[config.mk]
export PLATFORM = sky130hd
export DESIGN_NAME = adc_seq_ctrl
export DESIGN_NICKNAME = d
export VERILOG_FILES = /design/src/rtl/adc_seq_pkg.sv /design/src/rtl/adc_seq_pick.sv /design/src/rtl/adc_seq_cfg_check.sv /design/src/rtl/adc_seq_ovr_cnt.sv /design/src/rtl/adc_seq_ctrl.sv
export SDC_FILE = /design/constraint.sdc
export NUM_CORES = 1
export LEC_CHECK = 0
export BUFFER_PORTS_ARGS = -buffer_cell sky130_fd_sc_hd__buf_2
export CAP_MARGIN = 20
export CORE_MARGIN = 10
export CORE_UTILIZATION = 55
export CTS_CLUSTER_SIZE = 10
export DETAILED_ROUTE_END_ITERATION = 7
export HOLD_SLACK_MARGIN = 0.03
export PLACE_DENSITY = 0.83
export SYNTH_ARGS = -nofsm -noshare
export SYNTH_HDL_FRONTEND = slang
export SYNTH_SLANG_ARGS = --single-unit
[constraint.sdc]
create_clock -name clk -period 3.4 [get_ports clk]
set_input_delay 0.17 -clock clk [delete_from_list [all_inputs] [get_ports clk]]
set_output_delay 0.17 -clock clk [all_outputs]
set_load 0.1 [all_outputs]
[src/rtl/adc_seq_pkg.sv]
package adc_seq_pkg;
   typedef enum logic {
      SEQ_IDLE = 1'b0,
      SEQ_RUN  = 1'b1
   } seq_state_e;
endpackage

[src/rtl/adc_seq_pick.sv]
// Finds the lowest set mask bit at or above a start index.
module adc_seq_pick #(
   parameter int N = 16,
   localparam int IW = $clog2(N)
) (
   input  logic [N-1:0]  mask_i,
   input  logic [IW:0]   from_i,
   output logic          found_o,
   output logic [IW-1:0] idx_o
);
   logic [N-1:0] elig;

   generate
      for (genvar k = 0; k < N; k++) begin : g_elig
         assign elig[k] = mask_i[k] && (from_i <= (IW+1)'(k));
      end
   endgenerate

   always_comb begin
      found_o = 1'b0;
      idx_o   = '0;
      for (int k = N - 1; k >= 0; k--) begin
         if (elig[k]) begin
            found_o = 1'b1;
            idx_o   = IW'(k);
         end
      end
   end
endmodule

[src/rtl/adc_seq_cfg_check.sv]
// Flags active slots that reference a disabled channel (programmed mode only).
module adc_seq_cfg_check #(
   parameter int N = 16,
   localparam int CW = $clog2(N)
) (
   input  logic          user_mode_i,
   input  logic [N-1:0]  chan_en_i,
   input  logic [N*CW-1:0] slot_cfg_i,
   output logic          err_o
);
   logic [N-1:0] bad;

   generate
      for (genvar k = 0; k < N; k++) begin : g_slot
         logic [CW-1:0] ch;
         assign ch     = slot_cfg_i[k*CW +: CW];
         assign bad[k] = chan_en_i[k] && !chan_en_i[ch];
      end
   endgenerate

   assign err_o = user_mode_i && (|bad);
endmodule

[src/rtl/adc_seq_ovr_cnt.sv]
// Saturating counter of dropped triggers.
module adc_seq_ovr_cnt #(
   parameter int W = 8
) (
   input  logic         clk,
   input  logic         rst_n,
   input  logic         inc_i,
   output logic [W-1:0] count_o
);
   localparam logic [W-1:0] MAXV = {W{1'b1}};

   always_ff @(posedge clk or negedge rst_n) begin
      if (!rst_n)
         count_o <= '0;
      else if (inc_i && count_o != MAXV)
         count_o <= count_o + 1'b1;
   end

   assert_ovr_step_R9: assert property (@(posedge clk) disable iff (!rst_n)
      (inc_i && count_o != MAXV) |=> (count_o == $past(count_o) + 1'b1));

   assert_ovr_hold_R9: assert property (@(posedge clk) disable iff (!rst_n)
      (!inc_i || count_o == MAXV) |=> $stable(count_o));
endmodule

[src/rtl/adc_seq_ctrl.sv]
module adc_seq_ctrl
   import adc_seq_pkg::*;
#(
   parameter int NUM_CH = 16,
   parameter int OVR_W  = 8,
   localparam int CH_W  = $clog2(NUM_CH)
) (
   input  logic                   clk,
   input  logic                   rst_n,
   input  logic                   user_mode_i,
   input  logic [NUM_CH-1:0]      chan_en_i,
   input  logic [NUM_CH*CH_W-1:0] slot_cfg_i,
   input  logic                   trig_i,
   input  logic                   conv_done_i,
   output logic                   conv_req_o,
   output logic [CH_W-1:0]        conv_chan_o,
   output logic [CH_W-1:0]        conv_slot_o,
   output logic                   seq_busy_o,
   output logic                   seq_done_o,
   output logic                   cfg_err_o,
   output logic [OVR_W-1:0]       ovr_count_o
);
   initial begin
      assert (NUM_CH >= 2 && (1 << CH_W) == NUM_CH)
         else $error("NUM_CH must be a power of two of at least 2");
      assert (OVR_W >= 1) else $error("OVR_W must be positive");
   end

   seq_state_e      state_q;
   logic [CH_W-1:0] cur_q;
   logic            done_q;
   logic [CH_W:0]   pick_from;
   logic            pick_found;
   logic [CH_W-1:0] pick_idx;

   // Search from slot 0 when idle, else from the slot after the current one.
   assign pick_from = (state_q == SEQ_IDLE) ? '0 : ({1'b0, cur_q} + 1'b1);

   adc_seq_pick #(.N(NUM_CH)) u_pick (
      .mask_i  (chan_en_i),
      .from_i  (pick_from),
      .found_o (pick_found),
      .idx_o   (pick_idx)
   );

   adc_seq_cfg_check #(.N(NUM_CH)) u_chk (
      .user_mode_i (user_mode_i),
      .chan_en_i   (chan_en_i),
      .slot_cfg_i  (slot_cfg_i),
      .err_o       (cfg_err_o)
   );

   adc_seq_ovr_cnt #(.W(OVR_W)) u_ovr (
      .clk     (clk),
      .rst_n   (rst_n),
      .inc_i   (trig_i && state_q == SEQ_RUN),
      .count_o (ovr_count_o)
   );

   always_ff @(posedge clk or negedge rst_n) begin
      if (!rst_n) begin
         state_q <= SEQ_IDLE;
         cur_q   <= '0;
         done_q  <= 1'b0;
      end else begin
         done_q <= 1'b0;
         unique case (state_q)
            SEQ_IDLE: begin
               if (trig_i) begin
                  if (pick_found) begin
                     state_q <= SEQ_RUN;
                     cur_q   <= pick_idx;
                  end else begin
                     done_q <= 1'b1;
                  end
               end
            end
            SEQ_RUN: begin
               if (conv_done_i) begin
                  if (pick_found) begin
                     cur_q <= pick_idx;
                  end else begin
                     state_q <= SEQ_IDLE;
                     done_q  <= 1'b1;
                  end
               end
            end
            default: state_q <= SEQ_IDLE;
         endcase
      end
   end

   assign seq_busy_o  = (state_q == SEQ_RUN);
   assign conv_req_o  = seq_busy_o;
   assign conv_slot_o = cur_q;
   assign seq_done_o  = done_q;

   // Channel source: programmed table or the slot index itself.
   assign conv_chan_o = user_mode_i ? slot_cfg_i[cur_q*CH_W +: CH_W] : cur_q;

   assert_req_on_active_R3: assert property (@(posedge clk) disable iff (!rst_n)
      conv_req_o |-> chan_en_i[conv_slot_o]);

   assert_ascend_R3: assert property (@(posedge clk) disable iff (!rst_n)
      (seq_busy_o && conv_done_i) |=> (!seq_busy_o || conv_slot_o > $past(conv_slot_o)));

   assert_hold_until_done_R6: assert property (@(posedge clk) disable iff (!rst_n)
      (seq_busy_o && !conv_done_i) |=> (seq_busy_o && $stable(conv_slot_o)));

   assert_start_on_trig_R2: assert property (@(posedge clk) disable iff (!rst_n)
      $rose(seq_busy_o) |-> $past(trig_i));

   assert_done_pulse_R7: assert property (@(posedge clk) disable iff (!rst_n)
      seq_done_o |=> !seq_done_o);

   assert_done_idle_R7: assert property (@(posedge clk) disable iff (!rst_n)
      seq_done_o |-> !seq_busy_o);

   assert_idle_quiet_R11: assert property (@(posedge clk) disable iff (!rst_n)
      (!seq_busy_o && !trig_i) |=> (!seq_busy_o && !seq_done_o));
endmodule

==> key figures <==
Run status
  – Status: finished clean

Power and ir drop
  – Power per cell area: slightly above 700 mW/mm2
  – Pleak: 1.79 nW
  – Worst vdd ir: 0.000659 V

Synth
  – Top_reg_cell synth: dfrtp_1
  – Cell variety after synth: 64
  – Synthesized instance count: around 400
  – Register bit total from synthesis: 14
  – Mean Syn Cell Area: ~9.7 um2
  – Synth Net Count: 491
  – Warnings from Yosys: 0
  – Sequential area share after synthesis: 8.92%
  – Area of the mapped netlist: 0.00393 mm2
  – EDFF count, synth: 0
  – Post-synth ARST share: 100%

Placed design
  – GP Congestion: 0.966
  – Dpl cells: about 560
  – Port Buf Inserts: 104
  – HPWL Detailed: roughly 11000 um

Setup path
  – Crit-path max cell delay: approximately 600 ps
  – Worst-path cell chain: ha_1 > inv_1 > or4_4 > a311oi_2 > o211ai_2 > or4_4 > a21oi_2 > nor2_1
  – Levels on crit path: 8
  – Worst Setup End Kind: flip-flop
  – R2R cell count: 8
  – Worst EP arrival: around 3100 ps
  – CP Buf/Inv Count: 1
  – Largest fanout on the critical path: 13
  – Crit Path Category: reg2reg
  – Most frequent cell on the critical path: or4_4
  – Critical Path RT: 3540 ps
  – CP delay by family, top: simple AND/OR/NAND/NOR gates
  – CP max-delay cell: or4_4
  – Worst setup SP type: flip-flop

Timing
  – # setup viols final: 0
  – Period utilisation layout: between 80% and 90%
  – Min cycle time layout: 2940 ps
  – TNS Setup: 0 ps
  – Max-slew violations: 0
  – RSZ-0062 raised after global routing: false
  – Max Freq: 0.340 GHz
  – Final Hold Viols: 0
  – Worst-Margin Slew: 638 ps
  – WHS: 200 ps
  – Slew headroom: 56.4%
  – Skew final: roughly 6.9 ps

Min path
  – Worst Hold Class: in2reg
  – Worst hold stages: 3

Clock tree
  – CTS tree: built
  – Cts hold-fix bufs: 1
  – Htree depth: 1
  – CTS root buf: clkbuf_8
  – Clk sinks: 14
  – Worst-Skew Late Latency: 250 ps
  – Post-cts sizing count: 0
  – Post-CTS setup buffer count: 0
  – Reg clk slew, reported paths: 60 ps
  – Num CTS Buffers: 3
  – Clk buf depth: 2

Finish
  – Area Growth Syn to Fin: 14.9%
  – Final #Nets: 561
  – Fin cells: 569
  – Layout cells sized above 1: a little over two fifths
  – Final core occ: 65.6%
  – Ant. Diodes: 0

Global routing
  – Vias in the first global route: 4423
  – Global route overflow: 0
  – Total track usage: approximately a quarter
  – First-pass GRT wire length: 23600 um
  – Initial antenna violation count: 0
  – Largest net degree at the start of global routing: 33

Floorplan
  – Area of the core: 0.00687 mm2
  – Die area: 0.0109 mm2
  – Chip height: between 100 and 150 um
  – Io pins: 105
  – Horiz. Die Dim: 104 um
  – Row cnt: 30
  – Initial core utilization: a little under three fifths

Run
  – Max Cap Violations: 0

Routing
  – DR vias: 4371
  – Antenna-violating nets left: 0
  – DR DRC count: 0
  – First-pass detailed-route iteration total: 6
  – Initial drt markers: approximately 620
  – Via density: 7.68
  – WL/cell: 25.5 um
  – Post-Route WL: 14500 um
## Yosys cell counts, types with 3 or more instances
library cell / instances / area [um2]
nand2b_1: 9 / 56.3
a221oi_1: 4 / 35.0
o21a_1: 5 / 37.5
nor4b_1: 3 / 26.3
inv_1: 10 / 37.5
o2111ai_1: 4 / 35.0
nand3_1: 15 / 75.1
xnor2_1: 6 / 52.6
mux4_2: 72 / 1620
nor3_1: 7 / 35.0
nor2b_1: 5 / 31.3
dfrtp_1: 14 / 350
a31oi_1: 4 / 25.0
nand4_1: 5 / 31.3
a211oi_1: 3 / 22.5
nand2_1: 45 / 169
nor2_1: 16 / 60.1
o22ai_1: 3 / 18.8
o211ai_1: 4 / 30.0
mux2_2: 7 / 78.8
nand3b_1: 7 / 52.6
a21oi_1: 15 / 75.1
o31ai_1: 8 / 60.1
xor2_1: 3 / 26.3
o21ai_0: 14 / 70.1
buf_2: 4 / 20.0
clkbuf_1: 39 / 146
mux2i_1: 19 / 190
## layer usage
metal	share of wire (%)	wire (um)	vias up	global-route usage, %
met2	48	6950	448	42.3
met5	0	0	-	0
met4	3.6	523	0	9.84
met3	15	2220	69	7.37
met1	33	4840	2064	31.4
li1	-	-	1790	-
## flip-flops by register name, indices dropped and copies added, names as in the netlist
register / count
u_ovr.count_o: 8
conv_slot_o: 4
conv_req_o: 1
seq_done_o: 1
## final cells by class
type / instances / area (um2)
Timing Repair Buffer: 111 / 576
Clock buffer: 4 / 55.1
Fill cell: 563 / 2360
Tap cell: 96 / 120
Sequential cell: 14 / 350
Inverter: 11 / 41.3
Multi-Input combinational cell: 333 / 3370
## worst min-delay path, stage by stage
cell	delay, ps
buf_2	110
a21oi_2	50
nor2_1	70
## path summary, 6_finish.rpt
| path | start | to | slack (ps) |
|---|---|---|---|
| setup / recovery | conv_slot_o[0] | conv_req_o | 460 |
| hold / removal | trig_i | conv_req_o | 200 |
| setup reg to reg | conv_slot_o[0] | conv_req_o | 460 |
| hold reg to reg | u_ovr.count_o[5] | u_ovr.count_o[5] | 490 |
| max in group asynchronous | rst_n | u_ovr.count_o[6] | 2800 |
| min in group asynchronous | rst_n | u_ovr.count_o[7] | 360 |
## cell usage in the layout, fill, tap and decap left out, types with 5 or more instances in the layout
cell / netlist / layout
o31ai_1: 8 / 8
mux4_2: 72 / 72
buf_4: 1 / 6
dfrtp_1: 14 / 14
xnor2_1: 6 / 6
nor3_1: 7 / 7
a21oi_1: 15 / 15
nor2b_1: 5 / 5
o21a_1: 5 / 5
o21ai_0: 14 / 13
nor2_1: 16 / 16
buf_2: 4 / 104
inv_1: 10 / 10
nand2b_1: 9 / 9
mux2_2: 7 / 7
nand3_1: 15 / 15
nand2_1: 45 / 45
nand3b_1: 7 / 7
mux2i_1: 19 / 19
nand4_1: 5 / 5
## cells by family after synthesis
kind of cell | after synthesis | share of synthesized area (%)
flops | 14 | 8.92
buf+inv | 57 | 5.67
fa+ha+maj | 2 | 0.637
xor+xnor | 9 | 2.01
simple gates | 130 | 17.2
compound gates | 94 | 17.4
mux | 98 | 48.2
## power by group
| part | switching [mW] | internal [mW] | total (mW) |
|---|---|---|---|
| clock network | 0.0608 | 0.103 | 0.163 |
| logic | 1.81 | 0.871 | 2.68 |
| registers | 0.0953 | 0.232 | 0.327 |
## metrics by stage
| stage | setup WS [ps] | power (mW) | cell area [um2] |
|---|---|---|---|
| 6_report | 462 | 3.18 | 4510 |
| 5_1_grt | 338 | 3.34 | 4510 |
| 4_1_cts | 506 | 3.13 | 4510 |
| 3_5_place_dp | 518 | 2.96 | 4440 |
| 3_3_place_gp | 662 | 2.89 | 4440 |
| 2_1_floorplan | -423 | 2.40 | 3940 |
No activity file was read; power rests on OpenSTA's default activity.
